**src/rtl/vrf_pkg.sv**
```systemverilog
package vrf_pkg;

    // Lock state seen by the read path and status logic
    typedef enum logic [1:0] {
        LK_OPEN     = 2'b00,
        LK_NOPROG   = 2'b01,
        LK_RESERVED = 2'b10,
        LK_SEALED   = 2'b11
    } lock_lvl_t;

    // Identification table: three fixed address/byte pairs
    localparam logic [15:0] ID_ADDR0 = 16'h0030;
    localparam logic [15:0] ID_ADDR1 = 16'h0031;
    localparam logic [15:0] ID_ADDR2 = 16'h0060;
    localparam logic [7:0]  ID_BYTE0 = 8'h89;
    localparam logic [7:0]  ID_BYTE1 = 8'h58;
    localparam logic [7:0]  ID_BYTE2 = 8'hFB;

endpackage

```
**src/rtl/vrf_key_store.sv**
```systemverilog
module vrf_key_store #(
    parameter int DEPTH = 32,
    parameter int DW    = 8,
    localparam int IW   = $clog2(DEPTH)
) (
    input  logic          clk,
    input  logic          rst_n,
    input  logic          erase,
    input  logic          wr_en,
    input  logic [IW-1:0] wr_idx,
    input  logic [DW-1:0] wr_data,
    input  logic [IW-1:0] rd_idx,
    output logic [DW-1:0] rd_key
);

    typedef struct packed {
        logic [DEPTH-1:0][DW-1:0] key;
    } store_t;

    store_t st_d, st_q;

    always_comb begin
        st_d = st_q;
        for (int i = 0; i < DEPTH; i++) begin
            if (erase) begin
                st_d.key[i] = '1;
            end else if (wr_en && (wr_idx == IW'(i))) begin
                st_d.key[i] = wr_data;
            end
        end
    end

    always_ff @(posedge clk) begin
        if (!rst_n) begin
            st_q <= '1;
        end else begin
            st_q <= st_d;
        end
    end

    assign rd_key = st_q.key[rd_idx];

endmodule

```
**src/rtl/vrf_lock_ctrl.sv**
```systemverilog
module vrf_lock_ctrl
    import vrf_pkg::*;
(
    input  logic      clk,
    input  logic      rst_n,
    input  logic      erase,
    input  logic      wr_en,
    input  logic [1:0] wr_sel,
    output lock_lvl_t level,
    output logic      prog_dis,
    output logic      movc_blk,
    output logic      ea_latch_en,
    output logic      verify_dis
);

    typedef struct packed {
        logic lk_b;
        logic lk_a;
    } lock_t;

    lock_t lk_d, lk_q;

    always_comb begin
        lk_d = lk_q;
        if (erase) begin
            lk_d = '0;
        end else if (wr_en && !lk_q.lk_a) begin
            lk_d.lk_a = lk_q.lk_a | wr_sel[0];
            lk_d.lk_b = lk_q.lk_b | wr_sel[1];
        end
    end

    always_ff @(posedge clk) begin
        if (!rst_n) begin
            lk_q <= '0;
        end else begin
            lk_q <= lk_d;
        end
    end

    assign level       = lock_lvl_t'({lk_q.lk_b, lk_q.lk_a});
    assign prog_dis    = (level == LK_NOPROG) || (level == LK_SEALED);
    assign movc_blk    = prog_dis;
    assign ea_latch_en = prog_dis;
    assign verify_dis  = (level == LK_SEALED);

endmodule

```
**src/rtl/vrf_read_path.sv**
```systemverilog
module vrf_read_path
    import vrf_pkg::*;
#(
    parameter int AW = 16,
    parameter int DW = 8
) (
    input  logic          clk,
    input  logic          rst_n,
    input  logic          rd_en,
    input  logic          sig_mode,
    input  logic [AW-1:0] addr,
    input  logic [DW-1:0] code,
    input  logic [DW-1:0] key,
    input  logic          verify_dis,
    output logic [DW-1:0] vdata,
    output logic          vvalid
);

    typedef struct packed {
        logic [DW-1:0] data;
        logic          valid;
    } out_t;

    out_t rp_d, rp_q;
    logic [DW-1:0] id_byte;

    always_comb begin
        id_byte = '1;
        if (addr == AW'(ID_ADDR0)) begin
            id_byte = DW'(ID_BYTE0);
        end else if (addr == AW'(ID_ADDR1)) begin
            id_byte = DW'(ID_BYTE1);
        end else if (addr == AW'(ID_ADDR2)) begin
            id_byte = DW'(ID_BYTE2);
        end
    end

    always_comb begin
        rp_d       = rp_q;
        rp_d.valid = 1'b0;
        if (rd_en) begin
            if (sig_mode) begin
                rp_d.data  = id_byte;
                rp_d.valid = 1'b1;
            end else if (verify_dis) begin
                rp_d.data  = '1;
            end else begin
                rp_d.data  = ~(code ^ key);
                rp_d.valid = 1'b1;
            end
        end
    end

    always_ff @(posedge clk) begin
        if (!rst_n) begin
            rp_q <= '{data: '1, valid: 1'b0};
        end else begin
            rp_q <= rp_d;
        end
    end

    assign vdata  = rp_q.data;
    assign vvalid = rp_q.valid;

endmodule

```
**src/rtl/vrf_readout.sv**
```systemverilog
module vrf_readout
    import vrf_pkg::*;
#(
    parameter int ADDR_W    = 16,
    parameter int DATA_W    = 8,
    parameter int KEY_DEPTH = 32,
    localparam int KIW      = $clog2(KEY_DEPTH)
) (
    input  logic              clk,
    input  logic              rst_n,
    input  logic              rd_en,
    input  logic              sig_mode,
    input  logic [ADDR_W-1:0] rd_addr,
    input  logic [DATA_W-1:0] code_byte,
    input  logic              key_wr_en,
    input  logic [KIW-1:0]    key_wr_idx,
    input  logic [DATA_W-1:0] key_wr_data,
    input  logic              lock_wr_en,
    input  logic [1:0]        lock_wr_sel,
    input  logic              erase,
    output logic [DATA_W-1:0] vdata,
    output logic              vvalid,
    output logic              prog_dis,
    output logic              movc_blk,
    output logic              ea_latch_en
);

    lock_lvl_t         lock_level;
    logic              verify_dis;
    logic              key_wr_ok;
    logic [DATA_W-1:0] sel_key;

    assign key_wr_ok = key_wr_en && !prog_dis;

    vrf_lock_ctrl u_lock (
        .clk         (clk),
        .rst_n       (rst_n),
        .erase       (erase),
        .wr_en       (lock_wr_en),
        .wr_sel      (lock_wr_sel),
        .level       (lock_level),
        .prog_dis    (prog_dis),
        .movc_blk    (movc_blk),
        .ea_latch_en (ea_latch_en),
        .verify_dis  (verify_dis)
    );

    vrf_key_store #(
        .DEPTH (KEY_DEPTH),
        .DW    (DATA_W)
    ) u_keys (
        .clk     (clk),
        .rst_n   (rst_n),
        .erase   (erase),
        .wr_en   (key_wr_ok),
        .wr_idx  (key_wr_idx),
        .wr_data (key_wr_data),
        .rd_idx  (rd_addr[KIW-1:0]),
        .rd_key  (sel_key)
    );

    vrf_read_path #(
        .AW (ADDR_W),
        .DW (DATA_W)
    ) u_read (
        .clk        (clk),
        .rst_n      (rst_n),
        .rd_en      (rd_en),
        .sig_mode   (sig_mode),
        .addr       (rd_addr),
        .code       (code_byte),
        .key        (sel_key),
        .verify_dis (verify_dis),
        .vdata      (vdata),
        .vvalid     (vvalid)
    );

endmodule

```
**config.mk**
```make
export PLATFORM = sky130hd
export DESIGN_NAME = vrf_readout
export DESIGN_NICKNAME = d
export VERILOG_FILES = /design/src/rtl/vrf_pkg.sv /design/src/rtl/vrf_key_store.sv /design/src/rtl/vrf_lock_ctrl.sv /design/src/rtl/vrf_read_path.sv /design/src/rtl/vrf_readout.sv
export SDC_FILE = /design/constraint.sdc
export NUM_CORES = 1
export LEC_CHECK = 0
export ABC_AREA = 1
export BUFFER_PORTS_ARGS = -buffer_cell sky130_fd_sc_hd__clkbuf_2
export CAP_MARGIN = 0
export CORE_ASPECT_RATIO = 2
export CORE_MARGIN = 1.5
export CORE_UTILIZATION = 30
export CTS_BUF_LIST = sky130_fd_sc_hd__clkbuf_16
export CTS_CLUSTER_DIAMETER = 80
export CTS_CLUSTER_SIZE = 14
export DETAILED_ROUTE_END_ITERATION = 10
export SLEW_MARGIN = 20
export SYNTH_ARGS = -nofsm -noshare
export SYNTH_HDL_FRONTEND = slang
export SYNTH_SLANG_ARGS = --single-unit
```
**constraint.sdc**
```tcl
create_clock -name clk -period 1.8 [get_ports clk]
set_input_delay 0.27 -clock clk [delete_from_list [all_inputs] [get_ports clk]]
set_output_delay 0.27 -clock clk [all_outputs]
set_load 0.03 [all_outputs]
```
After elaboration in Yosys (flattened, before gate mapping)
Cells that the tools add are included.
{"block": "word_totals", "out_inout_bits": 12, "input_bits": 46, "wordCells": 126, "register_bits": 267}
{"block": "op_classes", "n_mux": 8, "magnitude_cmp": 1, "bitwise": 5, "reduce_logical": 40, "n_eq_ne": 36}
{"op": "$eq 5x5->1 const B", "count": 16}
{"op": "$bmux 8 s5", "count": 1}
{"op": "$eq 5x4->1 const B", "count": 8}
{"op": "$logic_and 1x1->1", "count": 34}
{"op": "$eq 16x6->1 const B", "count": 2}
{"op": "$mux 8", "count": 4}
{"op": "$eq 5x3->1 const B", "count": 4}
{"op": "$eq 16x7->1 const B", "count": 1}
{"op": "$eq 5x2->1 const B", "count": 2}
{"op": "$mux 9", "count": 1}
{"op": "$not 8->8", "count": 1}
{"op": "$xor 8x8->8", "count": 1}
{"op": "$lt 5x6->1 const B", "count": 1}
{"op": "$eq 5x1->1 const B", "count": 1}
{"op": "$logic_not 5->1", "count": 1}
{"op": "$mux 3", "count": 1}
{"op": "$eq 2x1->1 const B", "count": 1}
{"op": "$eq 2x2->1 const B", "count": 1}
{"op": "$logic_not 1->1", "count": 2}
{"op": "$or 1x1->1", "count": 2}
{"op": "$reduce_and 2->1", "count": 1}
{"op": "$reduce_or 2->1", "count": 1}
{"op": "$logic_or 1x1->1", "count": 1}
{"op": "$mux 1", "count": 1}
{"op": "$not 1->1", "count": 1}

Logic depth before layout (Yosys ltp)
Gate-level depths: netlist (run 1).
{"block": "depth", "word_depth": 6, "ltp_mapped": 16, "mapped_depth_nobuf": 15}

Cells and area by module
Synthesis (run 1) repeated with hierarchy kept, for this count alone.
{"block": "hier_totals", "hier_cells": 1899, "hier_area_um2": 12498.2}
{"module": "vrf_key_store", "instances": 1, "cells_each": 1794, "area_each_um2": 11788.8, "seq_area_each_um2": 5124.9}
{"module": "vrf_read_path", "instances": 1, "cells_each": 88, "area_each_um2": 590.6, "seq_area_each_um2": 180.2}
{"module": "vrf_lock_ctrl", "instances": 1, "cells_each": 15, "area_each_um2": 108.9, "seq_area_each_um2": 40.0}
{"module": "vrf_readout", "instances": 1, "cells_each": 2, "area_each_um2": 10.0, "seq_area_each_um2": 0.0}

Worst setup path after synthesis (run 1)
No wires, ideal clock.
{"block": "synth_path", "path_type": "input to register", "from": "input port rd_addr[1]", "to": "register u_read.rp_q, in the netlist u_read.vdata[7]", "t_arrival_ps": 1386, "path_slack_ps": 299, "path_stages": 13, "path_buffers": 3, "path_cell_list": "buf_4 nor2_2 buf_4 buf_4 a21oi_1 o211ai_1 nand3_1 nand2_1 nand2_1 nand2_1 nand3_1 nand2_1 nand2_1"}
{"block": "synth_via", "elab_chain_len": 6}
{"element": "start: declaration", "line": "vrf_readout.sv:13", "text": "input logic [ADDR_W-1:0] rd_addr,"}
{"element": "$bmux 8 s5", "line": "vrf_key_store.sv:41", "text": "assign rd_key = st_q.key[rd_idx];"}
{"element": "$mux 8 (implied by the code)", "line": "vrf_key_store.sv:41"}
{"element": "$xor 8x8->8", "line": "vrf_read_path.sv:48", "text": "rp_d.data = ~(code ^ key);"}
{"element": "$not 8->8", "line": "vrf_read_path.sv:48"}
{"element": "$mux 8", "line": "vrf_read_path.sv:45", "text": "end else if (verify_dis) begin"}
{"element": "$mux 9 *", "line": "vrf_read_path.sv:42", "text": "if (sig_mode) begin"}
{"element": "end signal: assignment", "line": "vrf_read_path.sv:56", "text": "rp_q <= '{data: '1, valid: 1'b0};"}
{"element": "end signal: assignment", "line": "vrf_read_path.sv:58", "text": "rp_q <= rp_d;"}
{"element": "end: declaration", "line": "vrf_read_path.sv:24", "text": "out_t rp_d, rp_q;"}
Every way passes the cells marked *; elsewhere a longest branch is shown, timed or not. The select of a mux whose other input is x is not followed.
A chain may end at the register's enable or synchronous reset.

Final worst setup path (run 1)
{"block": "layout_path", "from": "register u_lock.lk_q, in the netlist u_lock.level[0]", "to": "register u_keys.st_q[14] (netlist name)"}
{"block": "layout_via", "elab_chain_len": 5}
{"element": "start: declaration", "line": "vrf_lock_ctrl.sv:21", "text": "lock_t lk_d, lk_q;"}
{"element": "start signal: assignment", "line": "vrf_lock_ctrl.sv:37", "text": "lk_q <= lk_d;"}
{"element": "$eq 2x1->1 or $eq 2x2->1 (tied branches)", "line": "vrf_lock_ctrl.sv:42", "text": "assign prog_dis = (level == LK_NOPROG) || (level == LK_SEALED);"}
{"element": "$logic_or 1x1->1 *", "line": "vrf_lock_ctrl.sv:42"}
{"element": "$logic_not 1->1 *", "line": "vrf_readout.sv:33", "text": "assign key_wr_ok = key_wr_en && !prog_dis;"}
{"element": "$logic_and 1x1->1 *", "line": "vrf_readout.sv:33"}
{"element": "$logic_and 1x1->1 *", "line": "vrf_key_store.sv:27", "text": "end else if (wr_en && (wr_idx == IW'(i))) begin"}
{"element": "end signal: assignment", "line": "vrf_key_store.sv:37", "text": "st_q <= st_d;"}
{"element": "end: declaration", "line": "vrf_key_store.sv:20", "text": "store_t st_d, st_q;"}
Every way passes the cells marked *; elsewhere a longest branch is shown, timed or not.

==> metrics.sh, run 1 <==
PLACE.GP.CONGESTION=0.992
POST_SYN_AREA_PER_CELL_UM2=7.19
SYN_TO_FINAL_GROWTH_PCT=17.6
CRITPATHREQUIREDTIME_NS=2.21
DRT_PRE_ANTENNA_ITERS=5
VIAS=11786
SYNTH_WARNINGS=0
CLOCK_TREE_SKEW_AFTER_FINAL_LAYOUT_NS=0.0301
GRT_PASS1_WL_MM=68.1
NUMPORTBUFFERS=57
NETLIST_TOP_CELLS_AREA='sky130_fd_sc_hd__dfxtp_1, sky130_fd_sc_hd__nand2_1, sky130_fd_sc_hd__o211ai_1'
FINAL-MAX-SLEW-VIOLATION-COUNT=0
CLOCK_TREE.ROOT_CELL='sky130_fd_sc_hd__clkbuf_16'
FIRST_GLOBAL_VIAS=11598
N_FILL_CELL=4234
WORST-SETUP-PATH-TYPE='reg2reg'
REGISTER_BIT_COUNT_REPORTED_BY_YOSYS=267
DRV_CAP=0
TOP_LEVEL_PORTS=58
DIE_H_UM=288
CTS_TREE='built'
TIMING.CRITICAL_PATH.TO_TYPE='register'
FINISH.NET_COUNT=1814
SYNTH_TOP_FLOP_CELL='sky130_fd_sc_hd__dfxtp_1'
GRT_OVERFLOW_TOTAL=0
SYNTH_EDF_COUNT=0
STARTING_DENSITY_OF_THE_CORE_PCT=30.3
WORST_HOLD_PATH_CLASS='in2reg'
WORST_PATH_DOMINANT_CELL_FAMILY='simple AND/OR/NAND/NOR gates'
DIE_AREA_UM2=41900
SYNTHCELLS=1695
FINALCRITPERIODSHARE_PCT=93.6
VIAS_PER_CELL=5.13
SETUP_REPAIR_AFTER_GLOBAL_ROUTING_MISSED_ITS_MARGIN='false'
DRT_ITER0_DRC=944
TIMING.CRITICAL_PATH.FROM_TYPE='register'
MIN_PERIOD_NS=1.69
MOST_NUMEROUS_CELL_TYPES_IN_THE_SYNTHESIZED_NETLIST='sky130_fd_sc_hd__nand2_1, sky130_fd_sc_hd__dfxtp_1, sky130_fd_sc_hd__o211ai_1, sky130_fd_sc_hd__inv_1, sky130_fd_sc_hd__nor2_1'
DIEWIDTH_UM=145
WORSTPATHCELLLIST='inv_2 > nand2_1 > nor2_2 > inv_2 > nor2_1 > inv_1 > buf_12 > nand2_1 > o211ai_1'
SYNTHDOMINANTAREACELLTYPE='sky130_fd_sc_hd__dfxtp_1'
CORE_REGION_AREA_UM2=40200
SYNTHDISTINCTLIBCELLS=23
POWER.DENSITY_nW_PER_UM2=830
MAX_CLOCK_FREQ_MHz=593
POST-SYNTH-TOP-COUNT-CELL='sky130_fd_sc_hd__nand2_1'
SYNTH_AREA_UM2=12200
PIN_COUNT_OF_THE_BIGGEST_NET_ENTERING_GLOBAL_ROUTING=55
MAX_STAGE_DELAY_NS=0.32
ROWS=104
DPL.HPWL_MM=32.7
CLKTRANSATPATHREGS_NS=0.07
CTS-BUFFERS-INSERTED=23
YOSYSTOPAREACELLSHARE_PCT=43.9
OUTCOME='finished clean'
CRITICAL_PATH_FANOUT_MAX=14
CLOCK_LATENCY_AT_THE_LATER_PIN_OF_THE_WORST_SKEW_PAIR_NS=0.54
HTREEDEPTH=1
SYNTHESIS.NETS=1741
DRT-WIRELENGTH-PER-CELL_UM=19.4
INITIAL_ANTENNA_VIOLATION_COUNT=1
FINAL.SETUP.TNS_NS=0
CTS.SINKS=267
WORST_PATH_MAX_DELAY_CELL='sky130_fd_sc_hd__dfxtp_1'
POWER.STATIC_LEAKAGE_nW=7.14
SETUP_VIOL_COUNT_FINAL=0
TIMING.FINAL.HOLD_VIOLATIONS=0
POST-LAYOUT-TOTAL-POWER_mW=11.9
MAX-SLEW-MARGIN-REL_PCT=62.5
CLOCK_TREE.BUFFER_DEPTH=3
DRC=0
GR-USAGE-ALL-LAYERS_PCT=21.2
POST_ROUTE_CELLS_DRIVE_ABOVE_1_SHARE_PCT=12.4
POWER.IR.VDD_WORST_mV=0.474
CP.ARRIVAL_NS=2.09
SYNTH-ASYNC-RESET-RATIO_PCT=0
SYNTH_SEQ_AREA_SHARE_PCT=43.9
CRIT_BUF_INV=4
ROUTE.ANTENNA.REMAINING_NETS=0
TIGHTEST_SLEW_NS=0.562
POSTROUTEWIRELENGTH_MM=44.6
[path summary, 6_finish.rpt]
path | start | to | slack [ns] | depth (start not counted)
max | u_lock.level[0]$_SDFFE_PP0P_ | u_keys.st_q[14]$_SDFFE_PP1P_ | 0.11 | 9
min | key_wr_data[2] | u_keys.st_q[42]$_SDFFE_PP1P_ | 0.08 | 3
max reg2reg | u_lock.level[0]$_SDFFE_PP0P_ | u_keys.st_q[14]$_SDFFE_PP1P_ | 0.11 | 9
min reg2reg | u_keys.st_q[252]$_SDFFE_PP1P_ | u_keys.st_q[252]$_SDFFE_PP1P_ | 0.47 | 2
[stage by stage]
step                      area [um^2]  hold slack (ns)  setup slack (ns)  utilization, %  std cells
after floorplan                 12200            0.396             0.299               -       1695
after global placement          13600            0.452            -0.271            33.9       2266
after detailed placement        13600            0.457            -0.288            33.9       2266
after CTS                       14200           0.0667            0.0574            35.4       2295
after global routing            14300           0.0842          0.000838            35.6       2298
final                           14300           0.0754             0.115            35.6       2299
[state kept, by name, summed over array words and instances (netlist names)]
| register | cells |
|---|---|
| u_lock.level | 2 |
| u_read.vdata | 8 |
| u_read.vvalid | 1 |
| u_keys.st_q | 256 |
[power by group]
group          internal (mW)  total (mW)  switching (mW)
Combinational          0.435        1.40           0.970
Sequential              5.95        5.98          0.0300
Clock                   2.27        4.51            2.23
Total                   8.65        11.9            3.23
[layout by cell type (no fill, tap or decap), types with 26 or more instances in the layout]
cell and n:
sky130_fd_sc_hd__o21ai_0 33, sky130_fd_sc_hd__buf_12 26, sky130_fd_sc_hd__clkbuf_2 56, sky130_fd_sc_hd__buf_4 83, sky130_fd_sc_hd__a21oi_1 47, sky130_fd_sc_hd__nand2_1 555
sky130_fd_sc_hd__nor2_1 110, sky130_fd_sc_hd__nand3_1 88, sky130_fd_sc_hd__dfxtp_1 267, sky130_fd_sc_hd__inv_1 144, sky130_fd_sc_hd__o211ai_1 267
[what timing repair did]
item | 4_1_cts | 5_1_grt
resized for setup | 0 | 7
hold buffers | 4 | 0
setup endpoints to repair | 0 | 55
buffers inserted | 0 | 3
hold endpoints to repair | 2 | 0
[layout make-up]
type / count / area, um^2 / area share [%]
timing repair buffer: 169 / 1460 / 10.2
multi-input combinational: 1141 / 5620 / 39.3
clock buffer: 23 / 576 / 4.02
clock inverter: 2 / 20.0 / 0.140
inverter: 166 / 631 / 4.40
tap: 530 / 663 / 4.63
antenna: 1 / 2.50 / 0.0175
sequential: 267 / 5350 / 37.3
[worst min-delay path: stages]
cell and delay (ns):
sky130_fd_sc_hd__clkbuf_2 0.10, sky130_fd_sc_hd__clkinv_1 0.08, sky130_fd_sc_hd__o211ai_1 0.10
[logic make-up (layout without fill, tap and decap cells)]
| family | count (synthesis) | count (layout) | share of synthesized area, % |
|---|---|---|---|
| buf+inv | 287 | 360 | 10.1 |
| compound gates | 354 | 354 | 20.1 |
| other cells | 0 | 1 | 0 |
| simple gates | 787 | 787 | 25.9 |
| flops | 267 | 267 | 43.9 |
[metal layers]
layer  track usage, %  share of wire [%]
met3             1.97                3.9
met4             17.2                8.9
met2             41.0                 53
met1             20.2                 34
met5                0              0.025
Note: power is estimated with default switching activity, not from simulation.
==> run 2, diff against run 1 <==
--- a/config.mk
+++ b/config.mk
@@ -17,3 +17,3 @@
 export DETAILED_ROUTE_END_ITERATION = 10
-export SLEW_MARGIN = 20
+export SLEW_MARGIN = 30
 export SYNTH_ARGS = -nofsm -noshare
==> constraint.sdc (replaced) <==
create_clock -name clk -period 1.8 [get_ports clk]
set_input_delay 0.09 -clock clk [delete_from_list [all_inputs] [get_ports clk]]
set_output_delay 0.09 -clock clk [all_outputs]
set_load 0.03 [all_outputs]
==> metrics.sh, run 2 (same netlist as run 1, synthesis figures left out) <==
INITIAL_ANTENNA_VIOLATION_COUNT=1  # unchanged
HTREEDEPTH=1  # unchanged
PLACE.GP.CONGESTION=1.01  # was 0.992
CLOCK_TREE.ROOT_CELL='sky130_fd_sc_hd__clkbuf_16'  # unchanged
FIRST_GLOBAL_VIAS=11474  # was 11598
GRT_OVERFLOW_TOTAL=0  # unchanged
FINAL-MAX-SLEW-VIOLATION-COUNT=0  # unchanged
MAX-SLEW-MARGIN-REL_PCT=63.7  # was 62.5%
DRT_PRE_ANTENNA_ITERS=5  # unchanged
WORST-SETUP-PATH-TYPE='reg2reg'  # unchanged
CRITICAL_PATH_FANOUT_MAX=10  # was 14
FINISH.NET_COUNT=1824  # was 1814
CLOCK_TREE.BUFFER_DEPTH=3  # unchanged
LAYOUT_COMMONEST_CELL='sky130_fd_sc_hd__nand2_1'  # unchanged
N_FILL_CELL=4251  # was 4234
STARTING_DENSITY_OF_THE_CORE_PCT=30.3  # unchanged
SETUP_REPAIR_AFTER_GLOBAL_ROUTING_MISSED_ITS_MARGIN='true'  # was false
PIN_COUNT_OF_THE_BIGGEST_NET_ENTERING_GLOBAL_ROUTING=68  # was 55
DRV_CAP=0  # unchanged
POWER.STATIC_LEAKAGE_nW=7.16  # was 7.14 nW
FINALCRITPERIODSHARE_PCT=94.2  # was 93.6%
TIGHTEST_SLEW_NS=0.543  # was 0.562 ns
GRT_PASS1_WL_MM=66.6  # was 68.1 mm
TIMING.FINAL.HOLD_VIOLATIONS=0  # unchanged
REGMOSTFLOPS='u_keys.st_q'  # unchanged
MIN_PERIOD_NS=1.70  # was 1.69 ns
RR_WORST_DEPTH=8  # was 9
WORST_HOLD_PATH_CLASS='in2reg'  # unchanged
MULTI_INPUT_GATE_AREA_UM2=5620  # about the same
POST-LAYOUT-TOTAL-POWER_mW=11.9  # about the same
DIE_H_UM=288  # unchanged
TOP_LEVEL_PORTS=58  # unchanged
FINALINSTANCEAREA_UM2=14400  # was 14300 um^2
CTS_TREE='built'  # unchanged
LARGEST_REG_FLOPS=256  # unchanged
CLOCK_TREE_SKEW_AFTER_FINAL_LAYOUT_NS=0.0173  # was 0.0301 ns
POSTROUTEWIRELENGTH_MM=44.2  # was 44.6 mm
WHS_PATH_DEPTH=4  # was 3
ANTENNADIODECOUNT=0  # was 1
CRITPATHREQUIREDTIME_NS=2.20  # was 2.21 ns
FINAL-SEQ-AREA_UM2=5350  # unchanged
DRC=0  # unchanged
TIMING.CRITICAL_PATH.TO_TYPE='register'  # unchanged
LAYOUT.CELLS.NON_FILLER=2308  # was 2299
NUMPORTBUFFERS=57  # unchanged
POST_ROUTE_CELLS_DRIVE_ABOVE_1_SHARE_PCT=12.1  # was 12.4%
MIN-DELAY-START='key_wr_data[6]'  # was key_wr_data[2]
SETUP.REG_TO_REG.WORST_SLACK_NS=0.10  # was 0.11 ns
RR_STARTPOINT='u_lock.level[0]$_SDFFE_PP0P_'  # unchanged
MAX_CLOCK_FREQ_MHz=590  # was 593 MHz
CLKTRANSATPATHREGS_NS=0.07  # about the same
CLOCK_LATENCY_AT_THE_LATER_PIN_OF_THE_WORST_SKEW_PAIR_NS=0.53  # was 0.54 ns
OUTCOME='finished clean'  # unchanged
SYN_TO_FINAL_GROWTH_PCT=17.9  # was 17.6%
REG2REG_TO='u_keys.st_q[71]$_SDFFE_PP1P_'  # was u_keys.st_q[14]$_SDFFE_PP1P_
VIAS_PER_CELL=5.13  # about the same
PLACEMENT.CELL_AREA_UM2=13500  # was 13600 um^2
DRT_ITER0_DRC=764  # was 944
DIE_AREA_UM2=41900  # unchanged
CTS.SINKS=267  # unchanged
POWER.DENSITY_nW_PER_UM2=827  # was 830 nW/um^2
GR-USAGE-ALL-LAYERS_PCT=20.8  # was 21.2%
VIAS=11831  # was 11786
CTS-BUFFERS-INSERTED=23  # unchanged
DRT-WIRELENGTH-PER-CELL_UM=19.1  # was 19.4 um
POWER.IR.VDD_WORST_mV=0.480  # was 0.474 mV
MIN_TO='u_keys.st_q[150]$_SDFFE_PP1P_'  # was u_keys.st_q[42]$_SDFFE_PP1P_
DIEWIDTH_UM=145  # unchanged
SETUP_VIOL_COUNT_FINAL=0  # unchanged
ROUTE.ANTENNA.REMAINING_NETS=0  # unchanged
ROWS=104  # unchanged
DPL.HPWL_MM=32.1  # was 32.7 mm
TIMING.CRITICAL_PATH.FROM_TYPE='register'  # unchanged
MOSTFREQUENTLAYOUTCELLS='sky130_fd_sc_hd__nand2_1, sky130_fd_sc_hd__o211ai_1, sky130_fd_sc_hd__dfxtp_1'  # unchanged
CORE_REGION_AREA_UM2=40200  # unchanged
CP.ARRIVAL_NS=2.09  # about the same
PLACEDCELLCOUNT=2264  # was 2266
FINISH.UTILIZATION_PCT=35.7  # was 35.6%
[run 2: what timing repair did]
item	in CTS	in global routing
gates resized for setup	0	5
setup buffers	0	2
setup endpoints to repair	0	79
hold buffers	17	0
endpoints found under the hold margin	28	0
[run 2: stage by stage]
stage / worst slack (ns) / hold slack [ns] / TNS [ns]
after global placement: -0.0733 / 0.329 / -0.311
final: 0.105 / 0.0324 / 0
after global routing: -0.00217 / 0.0464 / -0.00421
after floorplan: 0.306 / 0.216 / 0
after detailed placement: -0.0949 / 0.338 / -0.367
after CTS: 0.0265 / 0.00775 / 0
[run 2: worst max path at each step]
stage,end,from,cells after the start,slack (ns)
global route,u_keys.st_q[71]$_SDFFE_PP1P_,u_lock.level[0]$_SDFFE_PP0P_,8,-0.002
floorplan,u_keys.st_q[160]$_SDFFE_PP1P_,u_lock.level[0]$_SDFFE_PP0P_,10,0.31
finish,u_keys.st_q[71]$_SDFFE_PP1P_,u_lock.level[0]$_SDFFE_PP0P_,8,0.10
CTS,u_keys.st_q[138]$_SDFFE_PP1P_,u_lock.level[0]$_SDFFE_PP0P_,8,0.03
detailed placement,u_read.vdata[1]$_SDFFE_PN1P_,rd_addr[0],13,-0.09
global placement,u_read.vdata[1]$_SDFFE_PN1P_,rd_addr[0],13,-0.07
[run 2: layout make-up]
cell class	count	area share (%)
multi-input combinational	1141	39.1
sequential	267	37.2
timing repair buffer	179	10.5
tap	530	4.62
inverter	166	4.39
clock buffer	23	4.01
clock inverter	2	0.139
[run 2: worst max-delay path, stage by stage (launching register included)]
cell and delay [ns]:
sky130_fd_sc_hd__dfxtp_1 0.32, sky130_fd_sc_hd__inv_2 0.05, sky130_fd_sc_hd__nand2_1 0.10, sky130_fd_sc_hd__nor2_2 0.18
sky130_fd_sc_hd__inv_2 0.14, sky130_fd_sc_hd__nor2_1 0.42, sky130_fd_sc_hd__inv_2 0.18, sky130_fd_sc_hd__nand2_1 0.10
sky130_fd_sc_hd__o211ai_1 0.07
[run 2: layer usage]
| layer | track usage (%) | part of all wire (%) | up-vias |
|---|---|---|---|
| met1 | 19.8 | 34 | 5489 |
| li1 | - | - | 5767 |
| met5 | 0 | 0.029 | - |
| met4 | 17.2 | 8.8 | 2 |
| met3 | 1.82 | 3.9 | 167 |
| met2 | 40.0 | 53 | 406 |
[run 2: power breakdown]
part / leakage, nW / switching, mW / internal [mW]
sequential: 2.17 / 0.0292 / 5.95
clock: 0.296 / 2.23 / 2.27
combinational: 4.69 / 0.969 / 0.441
total: 7.16 / 3.23 / 8.66
==> run 3, diff against run 2 <==
- PLACE_DENSITY: default -> 0.42
==> metrics.sh, run 3 (same netlist as run 1, synthesis figures left out) <==
PLACE.GP.CONGESTION=0.888  # was 1.01
HTREEDEPTH=1  # unchanged
TIMING.FINAL.HOLD_VIOLATIONS=0  # unchanged
CLOCK_TREE.ROOT_CELL='sky130_fd_sc_hd__clkbuf_16'  # unchanged
SWSHARE_PCT=27.9  # was 27.1%
POST_ROUTE_CELLS_DRIVE_ABOVE_1_SHARE_PCT=13.2  # was 12.1%
DIE_H_UM=288  # unchanged
POWER.DENSITY_nW_PER_UM2=822  # was 827 nW/um^2
WORST_HOLD_PATH_CLASS='in2reg'  # unchanged
SEQ_POWER_SHARE_PCT=49.6  # was 50.3%
MET2_USAGE_PCT=45.0  # was 40.0%
CRITPATHREQUIREDTIME_NS=2.23  # was 2.20 ns
POWER_FRAC_CLOCK_PCT=38.1  # was 37.9%
POWER.IR.VDD_WORST_mV=0.492  # was 0.480 mV
LARGEST_REG_FLOPS=256  # unchanged
WORST-SETUP-PATH-TYPE='reg2reg'  # unchanged
CTS_TREE='built'  # unchanged
CTS-BUFFERS-INSERTED=23  # unchanged
REGMOSTFLOPS='u_keys.st_q'  # unchanged
CLKTRANSATPATHREGS_NS=0.08  # was 0.07 ns
GRT.MET1_USAGE_PCT=25.4  # was 19.8%
MOSTFREQUENTLAYOUTCELLS='sky130_fd_sc_hd__nand2_1, sky130_fd_sc_hd__o211ai_1, sky130_fd_sc_hd__dfxtp_1'  # unchanged
CLOCK_TREE.BUFFER_DEPTH=3  # unchanged
TIGHTEST_SLEW_NS=0.597  # was 0.543 ns
GR-USAGE-ALL-LAYERS_PCT=23.6  # was 20.8%
FINALCRITPERIODSHARE_PCT=99.6  # was 94.2%
MIN_PERIOD_NS=1.79  # was 1.70 ns
DIE_AREA_UM2=41900  # unchanged
CRIT_END='u_read.vdata[7]$_SDFFE_PN1P_'  # was u_keys.st_q[71]$_SDFFE_PP1P_
FINAL-MAX-SLEW-VIOLATION-COUNT=0  # unchanged
TIMING.CRITICAL_PATH.FROM_TYPE='register'  # unchanged
ROWS=104  # unchanged
TIMING.CRITICAL_PATH.TO_TYPE='register'  # unchanged
POST-PLACE-WS_NS=-0.221  # was -0.0949 ns
DRC=0  # unchanged
RR_STARTPOINT='u_keys.st_q[95]$_SDFFE_PP1P_'  # was u_lock.level[0]$_SDFFE_PP0P_
STARTING_DENSITY_OF_THE_CORE_PCT=30.3  # unchanged
GRT_PASS1_WL_MM=73.6  # was 66.6 mm
FIRST_GLOBAL_VIAS=11440  # was 11474
MAX_CLOCK_FREQ_MHz=558  # was 590 MHz
WORST_SETUP_PATH_STARTPOINT='u_keys.st_q[95]$_SDFFE_PP1P_'  # was u_lock.level[0]$_SDFFE_PP0P_
ANTENNADIODECOUNT=0  # unchanged
DRT_ITER0_DRC=672  # was 764
SETUP_REPAIR_AFTER_GLOBAL_ROUTING_MISSED_ITS_MARGIN='false'  # was true
DIEWIDTH_UM=145  # unchanged
CRITICAL_PATH_FANOUT_MAX=2  # was 10
ROUTE.ANTENNA.REMAINING_NETS=0  # unchanged
OUTCOME='finished clean'  # unchanged
FINISH.NET_COUNT=1847  # was 1824
FINISH.UTILIZATION_PCT=36.4  # was 35.7%
CLOCK_LATENCY_AT_THE_LATER_PIN_OF_THE_WORST_SKEW_PAIR_NS=0.54  # was 0.53 ns
GR-USAGE-MET3_PCT=1.66  # was 1.82%
SYN_TO_FINAL_GROWTH_PCT=20.3  # was 17.9%
FINAL.SETUP.TNS_NS=0  # unchanged
FINALWORSTSETUPSLACK_NS=0.00788  # was 0.105 ns
DRT_PRE_ANTENNA_ITERS=5  # unchanged
CLOCK_TREE_SKEW_AFTER_FINAL_LAYOUT_NS=0.0260  # was 0.0173 ns
VIAS_PER_CELL=4.98  # was 5.13
GRT.BUSIEST_LAYER='met2'  # unchanged
GRT_OVERFLOW_TOTAL=0  # unchanged
CTS.SINKS=267  # unchanged
RR_WORST_DEPTH=8  # unchanged
SETUP_VIOL_COUNT_FINAL=0  # unchanged
MAX-SLEW-MARGIN-REL_PCT=60.2  # was 63.7%
LAYOUT_COMMONEST_CELL='sky130_fd_sc_hd__nand2_1'  # unchanged
INTERNAL-POWER_mW=8.69  # was 8.66 mW
NET-SWITCHING-POWER_mW=3.36  # was 3.23 mW
POWER.STATIC_LEAKAGE_nW=7.31  # was 7.16 nW
PWR-SHARE-COMB_PCT=12.4  # was 11.9%
DRT-WIRELENGTH-PER-CELL_UM=21.2  # was 19.1 um
CORE_REGION_AREA_UM2=40200  # unchanged
REG2REG_TO='u_read.vdata[7]$_SDFFE_PN1P_'  # was u_keys.st_q[71]$_SDFFE_PP1P_
WHS_PATH_DEPTH=6  # was 4
DRV_CAP=0  # unchanged
TOP_LEVEL_PORTS=58  # unchanged
SETUP.REG_TO_REG.WORST_SLACK_NS=0.008  # was 0.10 ns
NUMPORTBUFFERS=57  # unchanged
DPL.HPWL_MM=35.8  # was 32.1 mm
PIN_COUNT_OF_THE_BIGGEST_NET_ENTERING_GLOBAL_ROUTING=117  # was 68
CP.ARRIVAL_NS=2.23  # was 2.09 ns
VIAS=11608  # was 11831
INITIAL_ANTENNA_VIOLATION_COUNT=0  # was 1
POSTROUTEWIRELENGTH_MM=49.3  # was 44.2 mm
[run 3: changes by cell type in the layout (fill, tap and decap cells not counted)]
cell                            delta
sky130_fd_sc_hd__buf_6             +1
sky130_fd_sc_hd__nor2_2            +1
sky130_fd_sc_hd__buf_4            +12
sky130_fd_sc_hd__nand2_1           -1
sky130_fd_sc_hd__dlygate4sd3_1     +2
sky130_fd_sc_hd__buf_12            +8
sky130_fd_sc_hd__nand2_2           +1
sky130_fd_sc_hd__inv_1             +1
sky130_fd_sc_hd__clkinvlp_4        -2
sky130_fd_sc_hd__nor2_4            +1
sky130_fd_sc_hd__inv_4             +1
sky130_fd_sc_hd__nor2_1            -2
[run 3: worst min-delay path by stage]
| stage | from | end |
|---|---|---|
| after global routing | key_wr_data[4] | u_keys.st_q[52]$_SDFFE_PP1P_ |
| after CTS | rd_addr[6] | u_read.vdata[2]$_SDFFE_PN1P_ |
| after floorplan | key_wr_data[7] | u_keys.st_q[23]$_SDFFE_PP1P_ |
| after global placement | lock_wr_sel[1] | u_lock.level[1]$_SDFFE_PP0P_ |
| final | code_byte[1] | u_read.vdata[1]$_SDFFE_PN1P_ |
| after detailed placement | lock_wr_sel[1] | u_lock.level[1]$_SDFFE_PP0P_ |
[run 3: critical path, stage by stage (launching register included)]
cell	delay [ns]
sky130_fd_sc_hd__dfxtp_1	0.32
sky130_fd_sc_hd__o21ai_0	0.40
sky130_fd_sc_hd__nand4_1	0.16
sky130_fd_sc_hd__nand3_1	0.26
sky130_fd_sc_hd__nand2_1	0.20
sky130_fd_sc_hd__nand3_1	0.11
sky130_fd_sc_hd__nand3_1	0.12
sky130_fd_sc_hd__nand2_1	0.08
sky130_fd_sc_hd__nand2_1	0.04
[run 3: repair_timing]
| action | 4_1_cts | 5_1_grt |
|---|---|---|
| hold buffers | 19 | 0 |
| pin swaps | 0 | 1 |
| buffers inserted | 0 | 1 |
| hold endpoints to repair | 31 | 0 |
| endpoints found under the setup margin | 30 | 70 |
| gates cloned | 0 | 0 |
| resized for setup | 6 | 4 |
[run 3: stage by stage]
stage	std cells	power (mW)	instance area, um^2	hold slack (ns)
4_1_cts	2330	12.2	14600	0.00453
3_5_place_dp	2286	7.57	13800	0.360
3_3_place_gp	2286	7.57	13800	0.354
5_1_grt	2331	12.5	14700	0.0445
2_1_floorplan	1695	6.84	12200	0.216
6_report	2331	12.0	14700	0.0272
[run 3: layout make-up]
class | count | area, um^2
fillers | 4298 | 25600
well taps | 530 | 663
clock buffers | 23 | 576
clock inverters | 2 | 20.0
flip-flops and latches | 267 | 5350
inverters | 166 | 626
repair buffers | 202 | 1790
multi-input cells | 1141 | 5630
[run 3: routing by layer]
metal / vias up / share of wire, %
met1: 5436 / 38
met2: 259 / 53
li1: 5814 / -
met4: 0 / 6.1
met3: 99 / 2.7
met5: - / 0
[run 3: power by group through the flow]
stage                     Combinational, mW  Clock (mW)  Sequential (mW)
after floorplan                       0.711           0             6.13
after global placement                 1.47           0             6.11
after detailed placement               1.46           0             6.11
after CTS                              1.50        4.73             5.97
after global routing                   1.61        4.91             5.97
final                                  1.49        4.59             5.97
